$ cat config.mk
export PLATFORM = sky130hd
export DESIGN_NAME = branch_cond_eval
export DESIGN_NICKNAME = d
export VERILOG_FILES = /design/src/rtl/bce_pkg.sv /design/src/rtl/bce_predicates.sv /design/src/rtl/bce_count_zero.sv /design/src/rtl/bce_select.sv /design/src/rtl/branch_cond_eval.sv
export SDC_FILE = /design/constraint.sdc
export NUM_CORES = 1
export LEC_CHECK = 0
export ABC_AREA = 0
export CORE_AREA = 2 2 39 41
export DETAILED_ROUTE_END_ITERATION = 8
export DIE_AREA = 0 0 41 43
export PLACE_DENSITY_LB_ADDON = 0.12
export SLEW_MARGIN = 20
export SYNTH_ARGS = -nofsm -noshare
export SYNTH_HDL_FRONTEND = slang
export SYNTH_HIERARCHICAL = 1
export SYNTH_SLANG_ARGS = --single-unit
$ cat constraint.sdc
create_clock -name clk -period 4.8 [get_ports clk]
set_input_delay 0.96 -clock clk [delete_from_list [all_inputs] [get_ports clk]]
set_output_delay 0.96 -clock clk [all_outputs]
set_load 0.02 [all_outputs]
$ cat src/rtl/bce_pkg.sv
package bce_pkg;
  localparam int CODE_W   = 5;
  localparam int NUM_BASE = 8;

  typedef struct packed {
    logic zf;
    logic cf;
    logic of;
    logic sf;
    logic pf;
  } flags_t;

  // Even codes name the base predicates; code | 1 is the negation.
  typedef enum logic [CODE_W-1:0] {
    CC_OVFL  = 5'd0,
    CC_CARRY = 5'd2,
    CC_ZERO  = 5'd4,
    CC_BLEQ  = 5'd6,
    CC_SIGN  = 5'd8,
    CC_PAR   = 5'd10,
    CC_LT    = 5'd12,
    CC_LE    = 5'd14,
    CC_CNTZ  = 5'd16
  } cond_e;
endpackage

$ cat src/rtl/bce_predicates.sv
module bce_predicates
  import bce_pkg::*;
(
  input  flags_t              flags,
  output logic [NUM_BASE-1:0] base
);
  logic sign_ne_ovf;

  always_comb begin
    sign_ne_ovf = flags.sf ^ flags.of;
    base[CC_OVFL[3:1]]  = flags.of;
    base[CC_CARRY[3:1]] = flags.cf;
    base[CC_ZERO[3:1]]  = flags.zf;
    base[CC_BLEQ[3:1]]  = flags.cf | flags.zf;
    base[CC_SIGN[3:1]]  = flags.sf;
    base[CC_PAR[3:1]]   = flags.pf;
    base[CC_LT[3:1]]    = sign_ne_ovf;
    base[CC_LE[3:1]]    = flags.zf | sign_ne_ovf;
  end
endmodule

$ cat src/rtl/bce_count_zero.sv
module bce_count_zero #(
  parameter int CNT_W = 16
) (
  input  logic [CNT_W-1:0] count,
  output logic             is_zero
);
  assign is_zero = ~|count;
endmodule

$ cat src/rtl/bce_select.sv
module bce_select
  import bce_pkg::*;
(
  input  logic [CODE_W-1:0]   code,
  input  logic [NUM_BASE-1:0] base,
  input  logic                cnt_zero,
  output logic                taken
);
  localparam int SEL_W = $clog2(NUM_BASE);

  logic [SEL_W-1:0] sel;

  always_comb begin
    sel = code[SEL_W:1];
    if (code[CODE_W-1]) begin
      // upper half: only the count test is defined
      taken = (code[CODE_W-2:0] == '0) && cnt_zero;
    end else begin
      taken = base[sel] ^ code[0];
    end
  end
endmodule

$ cat src/rtl/branch_cond_eval.sv
module branch_cond_eval
  import bce_pkg::*;
#(
  parameter int CNT_W = 16
) (
  input  logic                clk,
  input  logic                rst,
  input  logic                in_valid,
  input  logic [CODE_W-1:0]   cond_code,
  input  logic                flag_zf,
  input  logic                flag_cf,
  input  logic                flag_of,
  input  logic                flag_sf,
  input  logic                flag_pf,
  input  logic [CNT_W-1:0]    count,
  output logic                out_valid,
  output logic                out_taken
);
  flags_t              flags;
  logic [NUM_BASE-1:0] base;
  logic                cnt_zero;
  logic                taken_d;

  assign flags = '{zf: flag_zf, cf: flag_cf, of: flag_of, sf: flag_sf, pf: flag_pf};

  bce_predicates u_pred (
    .flags (flags),
    .base  (base)
  );

  bce_count_zero #(.CNT_W(CNT_W)) u_cz (
    .count   (count),
    .is_zero (cnt_zero)
  );

  bce_select u_sel (
    .code     (cond_code),
    .base     (base),
    .cnt_zero (cnt_zero),
    .taken    (taken_d)
  );

  always_ff @(posedge clk) begin
    if (rst) begin
      out_valid <= 1'b0;
      out_taken <= 1'b0;
    end else begin
      out_valid <= in_valid;
      out_taken <= in_valid & taken_d;
    end
  end

  // Checks on the registered decision against the sampled inputs
  assert_latency_R2: assert property (@(posedge clk) disable iff (rst)
    (!$past(rst)) |-> (out_valid == $past(in_valid)));

  assert_idle_low_R10: assert property (@(posedge clk) disable iff (rst)
    !out_valid |-> !out_taken);

  assert_zero_R3: assert property (@(posedge clk) disable iff (rst)
    (!$past(rst) && $past(in_valid) && $past(cond_code) == 5'd4) |-> (out_taken == $past(flag_zf)));

  assert_greater_R5: assert property (@(posedge clk) disable iff (rst)
    (!$past(rst) && $past(in_valid) && $past(cond_code) == 5'd15)
      |-> (out_taken == (!$past(flag_zf) && ($past(flag_sf) == $past(flag_of)))));

  assert_above_R4: assert property (@(posedge clk) disable iff (rst)
    (!$past(rst) && $past(in_valid) && $past(cond_code) == 5'd7)
      |-> (out_taken == (!$past(flag_cf) && !$past(flag_zf))));

  assert_cntz_R8: assert property (@(posedge clk) disable iff (rst)
    (!$past(rst) && $past(in_valid) && $past(cond_code) == 5'd16)
      |-> (out_taken == ($past(count) == '0)));

  assert_undef_R9: assert property (@(posedge clk) disable iff (rst)
    (!$past(rst) && $past(cond_code) > 5'd16) |-> !out_taken);
endmodule

# Yosys cells after proc, flatten, opt, wreduce, memory -nomap -nowiden
# Index checks and enable logic that the tools add are counted.
# totals
register_bits	2
# op_classes
n_lt_le_gt_ge	1
n_mux	3
n_bitwise	5
reduce_logical	4
# ops
op	n
$reduce_or A16 Y1	1
$logic_not A4 Y1	1
$lt A3 B4 Y1 const B	1
$bmux W1 S3	1
$mux W1	2
$or A1 B1 Y1	2
$xor A1 B1 Y1	2
$and A1 B1 Y1	1
$logic_and A1 B1 Y1	1
$logic_not A1 Y1	1

# Longest topological paths before layout
# logic_depth
word_depth	7
ltp_mapped	7
ltp_nobuf	7

# Cells and area by module
# The synthesis kept the hierarchy.
# modules_own_cells
mod	n_inst	cells_each	area_per_inst_um2
bce_select	1	9	95.1
bce_predicates	1	9	66.3
branch_cond_eval	1	4	55.1
bce_count_zero	1	5	33.8

# Least setup slack after synthesis
# Ideal clock, no wire load.
# synth_path
kind	input to register
start	in flag_of
end	reg out_taken
setup_ns	0.116
t_arrival_ns	2.239
required_ns	4.684
path_slack_ns	2.445
path_stages	7
n_path_buf	0
path_cell_list	xor2_1 or2_1 mux4_1 mux2i_1 or3_1 nand3_1 and3b_1
# synth_via
elab_chain_cells	7
# synth_rtl
item	line_no	text
start: declaration	branch_cond_eval.sv:12	input logic flag_of,
$xor A1 B1 Y1	bce_predicates.sv:10	sign_ne_ovf = flags.sf ^ flags.of;
$or A1 B1 Y1	bce_predicates.sv:18	base[CC_LE[3:1]] = flags.zf | sign_ne_ovf;
named net base[7]	branch_cond_eval.sv:20	logic [NUM_BASE-1:0] base;
$bmux W1 S3	bce_select.sv:19	taken = base[sel] ^ code[0];
$mux W1 (implied by the code)	bce_select.sv:19	
$xor A1 B1 Y1	bce_select.sv:19	
$mux W1	bce_select.sv:15	if (code[CODE_W-1]) begin
named net taken_d	branch_cond_eval.sv:22	logic taken_d;
$and A1 B1 Y1	branch_cond_eval.sv:49	out_taken <= in_valid & taken_d;
end signal: assignment	branch_cond_eval.sv:49	
end: declaration	branch_cond_eval.sv:17	output logic out_taken
# The timed path passes the listed nets, and every way through them passes these cells. The select of a mux whose other input is x is not followed.
# A chain may end at the register's enable or synchronous reset.

# Worst setup path after layout
# layout_path
start	in flag_of
end	reg out_taken
# layout_via
elab_chain_cells	7
# layout_rtl
item	line_no
$xor A1 B1 Y1	bce_predicates.sv:10
named net base[6]	branch_cond_eval.sv:20
$or A1 B1 Y1	bce_predicates.sv:18
named net base[7]	branch_cond_eval.sv:20
$bmux W1 S3	bce_select.sv:19
$mux W1 (implied by the code)	bce_select.sv:19
$xor A1 B1 Y1	bce_select.sv:19
$mux W1	bce_select.sv:15
named net taken_d	branch_cond_eval.sv:22
$and A1 B1 Y1	branch_cond_eval.sv:49
# The timed path passes the listed nets, and every way through them passes these cells. The select of a mux whose other input is x is not followed.

==> results.ini <==
[clocking]
cts_htree_levels = 1
numCtsBuffers = 3
cts.sinks = 2
root_buffer = clkbuf_4
clockBufferDepth = 2
tritoncts = built
path_clk_slew_ns = 0.03
cts_resized = 0
holdBufCountCts = 0
cts_setup_buffers = 0

[synthesis]
postSynthAreaPerCell_um2 = 9.27
ys_ff_latch = 2
syn_inst = 27
ys_seq_area_frac = 0.160
synth_area_um2 = 250
synth_cell_types = 16
synth_warnings = 6
syn-num-nets = 56

[route]
viasPerCell = 4.44
vias = 311
drc = 0
dr.pass1.iters = 1
avgRoutedWirePerCell_um = 11.2
wl_um = 785
drt_iter0_drc = 0
ant_nets = 0

[cells_and_area]
syn_to_final_growth_pct = 119
final_common_cell = clkdlybuf4s50_1
fillers = 134
drive_above_1_share = 0.0741
nets = 85
fin_area_um2 = 548
layout_common_cells = clkdlybuf4s50_1 (30), nor4_1 (4), clkbuf_4 (3)
antenna_cells = 0

[global_route]
overflow = 0
grt_pass1_vias = 325
track_usage = 0.0904
antenna_found_initial = 0
grt_max_degree = 4
grt_first_pass_wirelength_mm = 1.12

[sta]
period_share = 0.565
slew_headroom = 0.844
slew_violations = 0
final_hold_viol_count = 0
fmax_mhz = 369
tightest_slew_ns = 0.232
fin_ws_ns = 2.09
finalSetupViolations = 0
setup-tns-final_ns = 0
grt_setup_unrepaired = false
worst_hold_slack_ns = 1.29
min_period_ns = 2.71

[critical_path]
endpoint_kind = flop
crit_fanout = 2
critPathKind = input pin to flop
cp.arrival_ns = 2.81
startpoint_type = input pin
required_ns = 4.90

[power_and_ir_drop]
ir_worst_vdd_uv = 60.5
power_density_nw_per_um2 = 163
p_leak_nw = 0.208

[hold_path]
hold_path_class = input pin to flop

[run]
cap_viol_max_count = 0

[floorplanning]
ios = 31
placementRows = 14
die_w_um = 41
start_util = 0.181
coreArea_um2 = 1380
die_area_um2 = 1760
die_y_um = 43

[run_status]
outcome = finished, final reports clean

[place]
port_buffers = 30
dpl_worst_slack_ns = 1.85
dpl.hpwl_um = 699
place_congestion = 0.545
place_area_um2 = 526

==> routing by layer <==
metal	routed length, µm	GRT usage	part of all wire	vias to the layer above
met3	173	0.0366	0.22	0
met5	0	0	0	-
met4	0	0.0400	0	0
met1	244	0.0740	0.31	127
met2	367	0.169	0.47	25
li1	-	-	-	159
==> synthesized netlist by cell type (all sizes together) <==
| master | count | share of area |
|---|---|---|
| buf | 6 | 0.18 |
| nor4 | 4 | 0.10 |
| dfxtp | 2 | 0.16 |
| mux4 | 2 | 0.21 |
| nor2 | 2 | 0.030 |
| or2 | 2 | 0.050 |
| and3b | 1 | 0.035 |
| and4 | 1 | 0.035 |
| mux2i | 1 | 0.040 |
| nand3 | 1 | 0.020 |
| nand3b | 1 | 0.030 |
| nand4 | 1 | 0.025 |
| nor2b | 1 | 0.025 |
| or3 | 1 | 0.025 |
| xor2 | 1 | 0.035 |
==> logic make-up after synthesis <==
| group | share of synthesized area |
|---|---|
| flops | 0.160 |
| buf+inv | 0.180 |
| simple gates | 0.375 |
| xor+xnor | 0.0350 |
| mux | 0.250 |
==> sequential cells by signal, summed over array words and instances (netlist names) <==
register	count
out_taken	1
out_valid	1
==> worst paths after layout <==
kind | from | endpoint | slack [ns] | cells past startpoint
max | flag_of | out_taken$_SDFF_PP0_ | 2.09 | 8
min | rst | out_valid$_SDFF_PP0_ | 1.29 | 2
==> cell type report <==
type                       count  area [µm²]  share of cell area
sequential                     2        40.0              0.0731
tap                           16        20.0              0.0365
timing repair buffer          30         300               0.548
multi-input combinational     19         165               0.301
clock buffer                   3        22.5              0.0411
==> critical path, cell delays in order <==
cell             delay, ns
clkdlybuf4s50_1       0.43
xor2_1                0.17
or2_1                 0.20
mux4_1                0.47
mux2i_1               0.20
or3_1                 0.13
nand3_1               0.07
and3b_1               0.17
==> where the power goes <==
| part | internal [mW] | total, mW | leakage, nW | switching [mW] |
|---|---|---|---|---|
| sequential | 0.0175 | 0.0177 | 0.0165 | 0.000144 |
| clock | 0.0275 | 0.0357 | 0.0138 | 0.00824 |
| combinational | 0.0269 | 0.0357 | 0.178 | 0.00879 |
| total | 0.0719 | 0.0891 | 0.208 | 0.0172 |
==> through the flow <==
stage / power (mW) / utilization / std cells
CTS: 0.0911 / 0.396 / 70
finish: 0.0891 / 0.396 / 70
detailed placement: 0.0540 / 0.380 / 67
global route: 0.0950 / 0.396 / 70
floorplan: 0.0305 / - / 27
global placement: 0.0531 / 0.380 / 67
Note: power is estimated with default switching activity, not from simulation.
